===== src/rtl/tdc_enc_pkg.sv =====
package tdc_enc_pkg;

    typedef enum logic [1:0] {
        HK_IDLE  = 2'd0,
        HK_HIT   = 2'd1,
        HK_FAULT = 2'd2
    } hit_kind_e;

    function automatic int unsigned bins_per_period(input int unsigned taps, input int unsigned lines);
        return taps * lines;
    endfunction

endpackage


===== src/rtl/tdc_enc_bin_map.sv =====
module tdc_enc_bin_map
    import tdc_enc_pkg::*;
#(
    parameter int TAPS_N   = 35,
    parameter int DLL_F    = 4,
    parameter int K_W      = 3,
    parameter int I_W      = 7,
    parameter int COARSE_W = 12,
    parameter int FINE_W   = 8
) (
    input  logic                clk,
    input  logic                rst,
    input  logic                in_vld,
    input  logic [K_W-1:0]      in_dll,
    input  logic [I_W-1:0]      in_tap,
    input  logic [COARSE_W-1:0] in_coarse,
    output hit_kind_e           s1_kind,
    output logic [FINE_W-1:0]   s1_fine,
    output logic [COARSE_W-1:0] s1_coarse
);
    localparam int BINS  = int'(bins_per_period(TAPS_N, DLL_F));
    localparam int SUM_W = FINE_W + 1;
    localparam logic [K_W-1:0]   K_LIM  = K_W'(DLL_F);
    localparam logic [I_W-1:0]   I_LIM  = I_W'(TAPS_N);
    localparam logic [SUM_W-1:0] BINS_S = SUM_W'(BINS);
    localparam logic [SUM_W-1:0] TAP_MUL = SUM_W'(DLL_F);
    localparam logic [SUM_W-1:0] DLL_MUL = SUM_W'(DLL_F + 1);

    logic             in_range;
    logic [SUM_W-1:0] raw_sum;
    logic [FINE_W-1:0] fine_nxt;

    always_comb begin
        in_range = (in_dll < K_LIM) && (in_tap < I_LIM);
        // Tap i advances F bins, line k advances F+1 bins; wrap once.
        raw_sum  = (SUM_W'(in_tap) * TAP_MUL) + (SUM_W'(in_dll) * DLL_MUL);
        if (raw_sum >= BINS_S) begin
            fine_nxt = FINE_W'(raw_sum - BINS_S);
        end else begin
            fine_nxt = FINE_W'(raw_sum);
        end
    end

    always_ff @(posedge clk) begin
        if (rst) begin
            s1_kind   <= HK_IDLE;
            s1_fine   <= '0;
            s1_coarse <= '0;
        end else begin
            if (!in_vld) begin
                s1_kind <= HK_IDLE;
            end else if (in_range) begin
                s1_kind <= HK_HIT;
            end else begin
                s1_kind <= HK_FAULT;
            end
            s1_fine   <= fine_nxt;
            s1_coarse <= in_coarse;
        end
    end

endmodule


===== src/rtl/tdc_enc_scale.sv =====
module tdc_enc_scale
    import tdc_enc_pkg::*;
#(
    parameter int TAPS_N   = 35,
    parameter int DLL_F    = 4,
    parameter int COARSE_W = 12,
    parameter int FINE_W   = 8,
    parameter int OUT_W    = 20
) (
    input  logic                clk,
    input  logic                rst,
    input  hit_kind_e           s1_kind,
    input  logic [FINE_W-1:0]   s1_fine,
    input  logic [COARSE_W-1:0] s1_coarse,
    output logic                o_vld,
    output logic                o_err,
    output logic [OUT_W-1:0]    o_word
);
    localparam int BINS = int'(bins_per_period(TAPS_N, DLL_F));
    localparam logic [FINE_W-1:0] BIN_CONST = FINE_W'(BINS);

    // Constant multiply as a shift-add chain over the set bits of BINS.
    logic [FINE_W:0][OUT_W-1:0] part;
    assign part[0] = '0;

    for (genvar b = 0; b < FINE_W; b++) begin : g_mul
        if (BIN_CONST[b]) begin : g_add
            assign part[b+1] = part[b] + (OUT_W'(s1_coarse) << b);
        end else begin : g_skip
            assign part[b+1] = part[b];
        end
    end

    logic [OUT_W-1:0] word_nxt;
    assign word_nxt = part[FINE_W] + OUT_W'(s1_fine);

    always_ff @(posedge clk) begin
        if (rst) begin
            o_vld  <= 1'b0;
            o_err  <= 1'b0;
            o_word <= '0;
        end else begin
            o_vld <= (s1_kind == HK_HIT);
            o_err <= (s1_kind == HK_FAULT);
            if (s1_kind == HK_HIT) begin
                o_word <= word_nxt;
            end
        end
    end

endmodule


===== src/rtl/tdc_fine_encoder.sv =====
module tdc_fine_encoder
    import tdc_enc_pkg::*;
#(
    parameter int TAPS_N   = 35,
    parameter int DLL_F    = 4,
    parameter int COARSE_W = 12,
    parameter int K_W      = $clog2(DLL_F) + 1,
    parameter int I_W      = $clog2(TAPS_N) + 1,
    parameter int FINE_W   = $clog2(TAPS_N * DLL_F),
    parameter int OUT_W    = COARSE_W + FINE_W
) (
    input  logic                clk,
    input  logic                rst,
    input  logic                hit_vld,
    input  logic [K_W-1:0]      hit_dll,
    input  logic [I_W-1:0]      hit_tap,
    input  logic [COARSE_W-1:0] hit_coarse,
    output logic                time_vld,
    output logic                time_err,
    output logic [OUT_W-1:0]    time_word
);
    hit_kind_e           s1_kind;
    logic [FINE_W-1:0]   s1_fine;
    logic [COARSE_W-1:0] s1_coarse;

    tdc_enc_bin_map #(
        .TAPS_N(TAPS_N), .DLL_F(DLL_F), .K_W(K_W), .I_W(I_W),
        .COARSE_W(COARSE_W), .FINE_W(FINE_W)
    ) u_map (
        .clk(clk), .rst(rst),
        .in_vld(hit_vld), .in_dll(hit_dll), .in_tap(hit_tap), .in_coarse(hit_coarse),
        .s1_kind(s1_kind), .s1_fine(s1_fine), .s1_coarse(s1_coarse)
    );

    tdc_enc_scale #(
        .TAPS_N(TAPS_N), .DLL_F(DLL_F), .COARSE_W(COARSE_W),
        .FINE_W(FINE_W), .OUT_W(OUT_W)
    ) u_scale (
        .clk(clk), .rst(rst),
        .s1_kind(s1_kind), .s1_fine(s1_fine), .s1_coarse(s1_coarse),
        .o_vld(time_vld), .o_err(time_err), .o_word(time_word)
    );

endmodule


===== config.mk =====
export PLATFORM = sky130hd
export DESIGN_NAME = tdc_fine_encoder
export DESIGN_NICKNAME = d
export VERILOG_FILES = /design/src/rtl/tdc_enc_pkg.sv /design/src/rtl/tdc_enc_bin_map.sv /design/src/rtl/tdc_enc_scale.sv /design/src/rtl/tdc_fine_encoder.sv
export SDC_FILE = /design/constraint.sdc
export NUM_CORES = 1
export LEC_CHECK = 0
export BUFFER_PORTS_ARGS = -buffer_cell sky130_fd_sc_hd__buf_2
export CAP_MARGIN = 20
export CORE_MARGIN = 10
export CORE_UTILIZATION = 45
export DETAILED_ROUTE_END_ITERATION = 16
export GPL_TIMING_DRIVEN = 0
export PLACE_DENSITY = 0.62
export SYNTH_ARGS = -nofsm -noshare
export SYNTH_HDL_FRONTEND = slang
export SYNTH_HIERARCHICAL = 1
export SYNTH_SLANG_ARGS = --single-unit
export TNS_END_PERCENT = 30

===== constraint.sdc =====
create_clock -name clk -period 5.2 [get_ports clk]
set_input_delay 1.04 -clock clk [delete_from_list [all_inputs] [get_ports clk]]
set_output_delay 1.04 -clock clk [all_outputs]
set_load 0.02 [all_outputs]

==> Word level (Yosys, flattened, before mapping) <==
Index checks and enable logic that the tools add are counted.
{ "word_totals": {"mem_bits_rw": 0, "out_inout_bits": 22, "in_bits": 25, "latch_bits": 0, "n_memories": 0, "elab_cells": 22, "reg_bits": 44, "mem_bits_ro": 0} }
{ "op_classes": {"n_reduce_logical": 2, "mux": 2, "add_sub_neg": 5, "order_cmp": 3, "multipliers": 1, "n_shift": 0, "bitwise": 1, "eq_ne": 2, "div_mod_pow": 0} }
{ "op_table": {"columns": ["cell", "count"], "rows": [
  ["20-bit by 19-bit adder with 20-bit output", 1],
  ["20-bit by 8-bit adder with 20-bit output", 1],
  ["14-bit by 15-bit adder with 16-bit output", 1],
  ["9-bit by 6-bit adder with 9-bit output", 1],
  ["9-bit by 8-bit greater-or-equal comparator with 1-bit output, second input constant", 1],
  ["8-bit two-way mux", 1],
  ["8-bit subtractor, second input constant", 1],
  ["7-bit by 6-bit less-than comparator with 1-bit output, second input constant", 1],
  ["3-bit by 3-bit multiplier with 6-bit output, second input constant", 1],
  ["3-bit less-than comparator, second input constant", 1],
  ["2-bit by 1-bit equality test with 1-bit output, second input constant", 1],
  ["2-bit equality test, second input constant", 1],
  ["2-bit two-way mux", 1],
  ["2-bit OR reduction", 1],
  ["1-bit logical AND", 1],
  ["1-bit inverter", 1]
]} }

==> Logic depth before layout (Yosys ltp) <==
{ "depth": {"depth_word": 4, "depth_mapped": 14} }

==> Hierarchy <==
The synthesis kept the hierarchy.
{ "modules_own_cells": {"columns": ["module", "area_per_inst_um2", "cells_each", "n_inst"], "rows": [
  ["tdc_enc_scale", 1956.9, 237, 1],
  ["tdc_enc_bin_map", 1146.1, 115, 1]
]} }

==> Worst setup path before layout <==
OpenSTA, ideal clock, no wires.
{ "synth_timing": {"path_type": "input -> register", "startpoint": "in hit_dll[0]", "endpoint": "reg u_map.s1_fine[5]", "path_buffers": 2, "slack_ns": 1.424, "cell_stages": 14, "required_time_ns": 5.138, "t_arrival_ns": 3.713, "path_cell_list": "ha_1 > inv_1 > fa_1 > inv_1 > ha_1 > inv_1 > fa_1 > bufbuf_16 > and3_1 > a31oi_1 > o211ai_2 > buf_6 > or4_1 > nand3_1"} }
{ "synth_via": {"elab_chain_len": 4, "word_cells_on_any_way": 5} }
{ "synth_lines": {"columns": ["element", "line_no", "rtl"], "rows": [
  ["start: declaration", "tdc_fine_encoder.sv:15", "input logic [K_W-1:0] hit_dll,"],
  ["3-bit by 3-bit multiplier with 6-bit output *", "tdc_enc_bin_map.sv:36", "raw_sum = (SUM_W'(in_tap) * TAP_MUL) + (SUM_W'(in_dll) * DLL_MUL);"],
  ["9-bit by 6-bit adder with 9-bit output *", "tdc_enc_bin_map.sv:36", null],
  ["8-bit subtractor or 9-bit by 8-bit greater-or-equal comparator with 1-bit output (tied branches)", "tdc_enc_bin_map.sv:38, tdc_enc_bin_map.sv:37", null],
  ["8-bit two-way mux *", "tdc_enc_bin_map.sv:37", "if (raw_sum >= BINS_S) begin"],
  ["end signal: assignment", "tdc_enc_bin_map.sv:57", "s1_fine <= fine_nxt;"],
  ["end: declaration", "tdc_enc_bin_map.sv:18", "output logic [FINE_W-1:0] s1_fine,"]
]} }
Every way passes the cells marked *; elsewhere a longest branch is shown, timed or not.
A chain may end at the register's enable or synchronous reset.

==> Worst setup path in the final report <==
{ "layout_timing": {"startpoint": "in hit_dll[2]", "endpoint": "reg u_map.s1_fine[6]"} }
Same word-level chain as after synthesis.

==> load_flow_metrics.sql <==
INSERT INTO impl_metrics (metric_group, metric, value, unit) VALUES
('synth', 'synth_seq_cells', '44', ''),
('synth', 'synth_edf_count', '0', ''),
('grt', 'largest_net_degree_at_the_start_of_global_routing', '16', ''),
('setup_path', 'cp_num_buf_inv', '6', ''),
('clock_tree', 'cts.reportedPaths.clkPinSlew', '90', 'ps'),
('floorplanning', 'placement_rows', '30', ''),
('setup_path', 'timing.critical_path.arrival', '4010', 'ps'),
('power', 'power.switching', '0.317', 'mW'),
('grt', 'number_of_antenna_violations_at_the_first_check_in_global_routing', '0', ''),
('floorplanning', 'die_width', '103', 'microns'),
('setup_path', 'timing.critical_path.from_type', 'input port', ''),
('routing', 'ant_nets', '0', ''),
('floorplanning', 'die_area', '10600', 'sq um'),
('sta', 'rsz0062_at_grt', 'false', ''),
('min_path', 'timing.hold.worst.class', 'reg -> reg', ''),
('floorplanning', 'die-height', '103', 'microns'),
('place', 'placement.io_buffers', '45', ''),
('synth', 'synth_cells', '352', ''),
('synth', 'synthesized_area_per_cell', '8.82', 'sq um'),
('setup_path', 'crit_start', 'hit_dll[2]', ''),
('power', 'p_sw_frac', '0.344', ''),
('clock_tree', 'number_of_buffers_inserted_by_post_cts_setup_repair', '0', ''),
('setup_path', 'critPathKind', 'in -> reg', ''),
('sta', 'hold_viol', '0', ''),
('setup_path', 'end_kind', 'register', ''),
('sta', 'fin_skew', '6.67', 'ps'),
('clock_tree', 'clkSinkCount', '44', ''),
('floorplanning', 'initial_core_util', '0.459', ''),
('clock_tree', 'cts_max_path_buffers', '2', ''),
('clock_tree', 'cts_htree_levels', '2', ''),
('setup_path', 'cp_data_required_time', '5440', 'ps'),
('setup_path', 'worst_path_cell_with_the_longest_stage_delay', 'fa_1', ''),
('power', 'worst_ir_drop_vdd', '97.6', 'uV'),
('setup_path', 'timing.critical_path.mode_cell', 'inv_1', ''),
('synth', 'synth-async-reset-ratio', '0', ''),
('outcome', 'status', 'completed', ''),
('grt', 'grt_overflow_total', '0', ''),
('place', 'place.gp.congestion', '0.829', ''),
('finish', 'nFillCells', '687', ''),
('sta', 'hold_ws', '437', 'ps'),
('routing', 'drt_iter0_drc', '69', ''),
('floorplanning', 'boundaryPins', '47', ''),
('power', 'power-per-cell-area', '262', 'nW/um^2'),
('sta', 'period_needed', '3770', 'ps'),
('setup_path', 'r2r_slack', '1920', 'ps'),
('power', 'power_frac_clock', '0.235', ''),
('routing', 'total_routed_length', '6570', 'microns'),
('setup_path', 'crit_path_cell_trace', 'buf_2, ha_1, inv_1, fa_1, inv_1, ha_1, inv_1, fa_1, bufbuf_16, and3_1, a31oi_1, o211ai_2, buf_6, or4_1, nand3_1', ''),
('place', 'post-place-cells', '477', ''),
('finish', 'final_nets', '478', ''),
('sta', 'totalNegativeSetupSlack', '0', 'ps'),
('sta', 'ratio_of_final_minimum_period_to_clock_period', '0.725', ''),
('setup_path', 'gate_family_responsible_for_the_most_delay_along_the_worst_path', 'adder cells', ''),
('synth', 'post_synth_main_area_contributors', 'dfxtp_1, ha_1, fa_1', ''),
('clock_tree', 'cts-resized-gates', '0', ''),
('clock_tree', 'cts_buffers', '5', ''),
('min_path', 'timing.hold.worst_path_depth', '2', ''),
('synth', 'synthesis.area', '3100', 'sq um'),
('synth', 'synth.yosys.seq_area_share', '0.284', ''),
('clock_tree', 'clk_latency', '290', 'ps'),
('power', 'share_of_power_burned_in_registers', '0.396', ''),
('place', 'hpwl', '5480', 'microns'),
('power', 'power_report.internal_total', '0.604', 'mW'),
('setup_path', 'crit_path_max_incr_delay', '470', 'ps'),
('routing', 'drc', '0', ''),
('power', 'p_comb_frac', '0.369', ''),
('finish', 'area_growth_from_synthesis_to_layout', '13.5', '%'),
('finish', 'post-route-cell-area', '3520', 'sq um'),
('power', 'p_total', '0.921', 'mW'),
('routing', 'drtPass1Iterations', '4', ''),
('routing', 'routed-via-count', '2455', '');
## worst max path at each step
stage	end	slack (ps)	cells after the start
2_1_floorplan	u_map/s1_fine[5]	1420	14
3_3_place_gp	u_map/s1_fine[5]	1160	15
3_5_place_dp	u_map/s1_fine[6]	1110	15
4_1_cts	u_map/s1_fine[6]	1420	15
5_1_grt	u_map/s1_fine[2]	1210	15
6_report	u_map/s1_fine[6]	1430	15
## area by class of cell
cell class / count / area [sq um] / share of cell area
flip-flops and latches: 44 / 881 / 0.250
repair buffers: 45 / 225 / 0.0640
clock buffers: 5 / 68.8 / 0.0195
inverters: 51 / 191 / 0.0544
plain buffers: 11 / 81.3 / 0.0231
multi-input cells: 246 / 1950 / 0.554
well taps: 80 / 100 / 0.0284
clock inverters: 3 / 23.8 / 0.00675
## flip-flops by register name, indices dropped and copies added (netlist names)
name / flops
u_scale/o_word: 20
u_map/s1_fine: 8
u_map/s1_kind: 2
u_scale/o_err: 1
u_scale/o_vld: 1
u_map/s1_coarse: 12
## kinds of logic after synthesis
logic type / count (synthesis) / synth area share
AND/OR/NAND/NOR: 115 / 0.196
adder cells (fa/ha/maj): 49 / 0.234
XOR/XNOR: 12 / 0.0423
AO/OA/AOI/OAI: 70 / 0.156
buffers and inverters: 62 / 0.0879
flip-flops: 44 / 0.284
## power groups by stage
stage	clock, mW	combinational [mW]	sequential [mW]
2_1_floorplan	0	0.259	0.375
3_3_place_gp	0	0.332	0.373
3_5_place_dp	0	0.334	0.373
4_1_cts	0.228	0.341	0.365
5_1_grt	0.241	0.389	0.367
6_report	0.217	0.340	0.364
## cells in the final DEF, fill, tap and decap left out, types with 2 or more instances in the layout
| cell | count |
|---|---|
| nand2_1 | 33 |
| dfxtp_1 | 44 |
| nor2_1 | 15 |
| o31ai_1 | 2 |
| nand4_1 | 2 |
| ha_1 | 34 |
| a41oi_1 | 2 |
| buf_2 | 45 |
| a311o_1 | 2 |
| nor3_1 | 5 |
| xor2_1 | 4 |
| nand3_1 | 13 |
| and3_1 | 3 |
| fa_1 | 15 |
| or4_1 | 5 |
| clkbuf_1 | 7 |
| nor3b_1 | 4 |
| inv_1 | 51 |
| clkinvlp_4 | 2 |
| a21o_1 | 4 |
| nand4b_1 | 2 |
| a211oi_1 | 3 |
| clkbuf_8 | 5 |
| xnor2_1 | 6 |
| nand2b_1 | 6 |
| o21ai_0 | 9 |
| a21oi_1 | 24 |
| o21ai_2 | 2 |
| o21a_1 | 5 |
| nor2b_1 | 19 |
| a31oi_1 | 5 |
## cell usage after synthesis (all sizes together) (2+ instances only)
cell type / instances
xnor2: 7
nand2: 33
clkbuf: 7
fa: 15
inv: 51
nor2b: 20
a311o: 2
and2: 2
nand4: 2
o21ai: 11
buf: 3
a41oi: 3
a211oi: 4
o31ai: 2
a21oi: 25
nand3: 13
ha: 34
or4: 5
o21a: 5
nor2: 15
nand2b: 6
dfxtp: 44
a31oi: 5
xor2: 5
a21o: 4
nor3b: 4
nor3: 5
nand4b: 2
and3: 3
## worst reg2reg max path, cell delays in order, from the launching register on
cell      delay (ps)
dfxtp_1          370
inv_1            110
fa_1             520
inv_1             50
ha_1             270
ha_1             160
inv_1             60
fa_1             420
nor2b_4          150
o2111a_2         220
o31a_1           180
a41oi_1          150
or4_1            420
a31oi_1          140
## through the flow
stage               utilization  worst slack [ps]
CTS                       0.521              1420
global placement          0.507              1160
finish                    0.521              1430
global route              0.521              1210
detailed placement        0.507              1110
floorplan                     -              1420
## metal layers
layer	part of all wire	GRT usage	routed length (microns)
met2	0.46	0.208	3030
met4	0.0088	0.0353	58
met3	0.058	0.0349	384
met5	0	0	0
met1	0.47	0.165	3090
No activity file was read; power rests on OpenSTA's default activity.
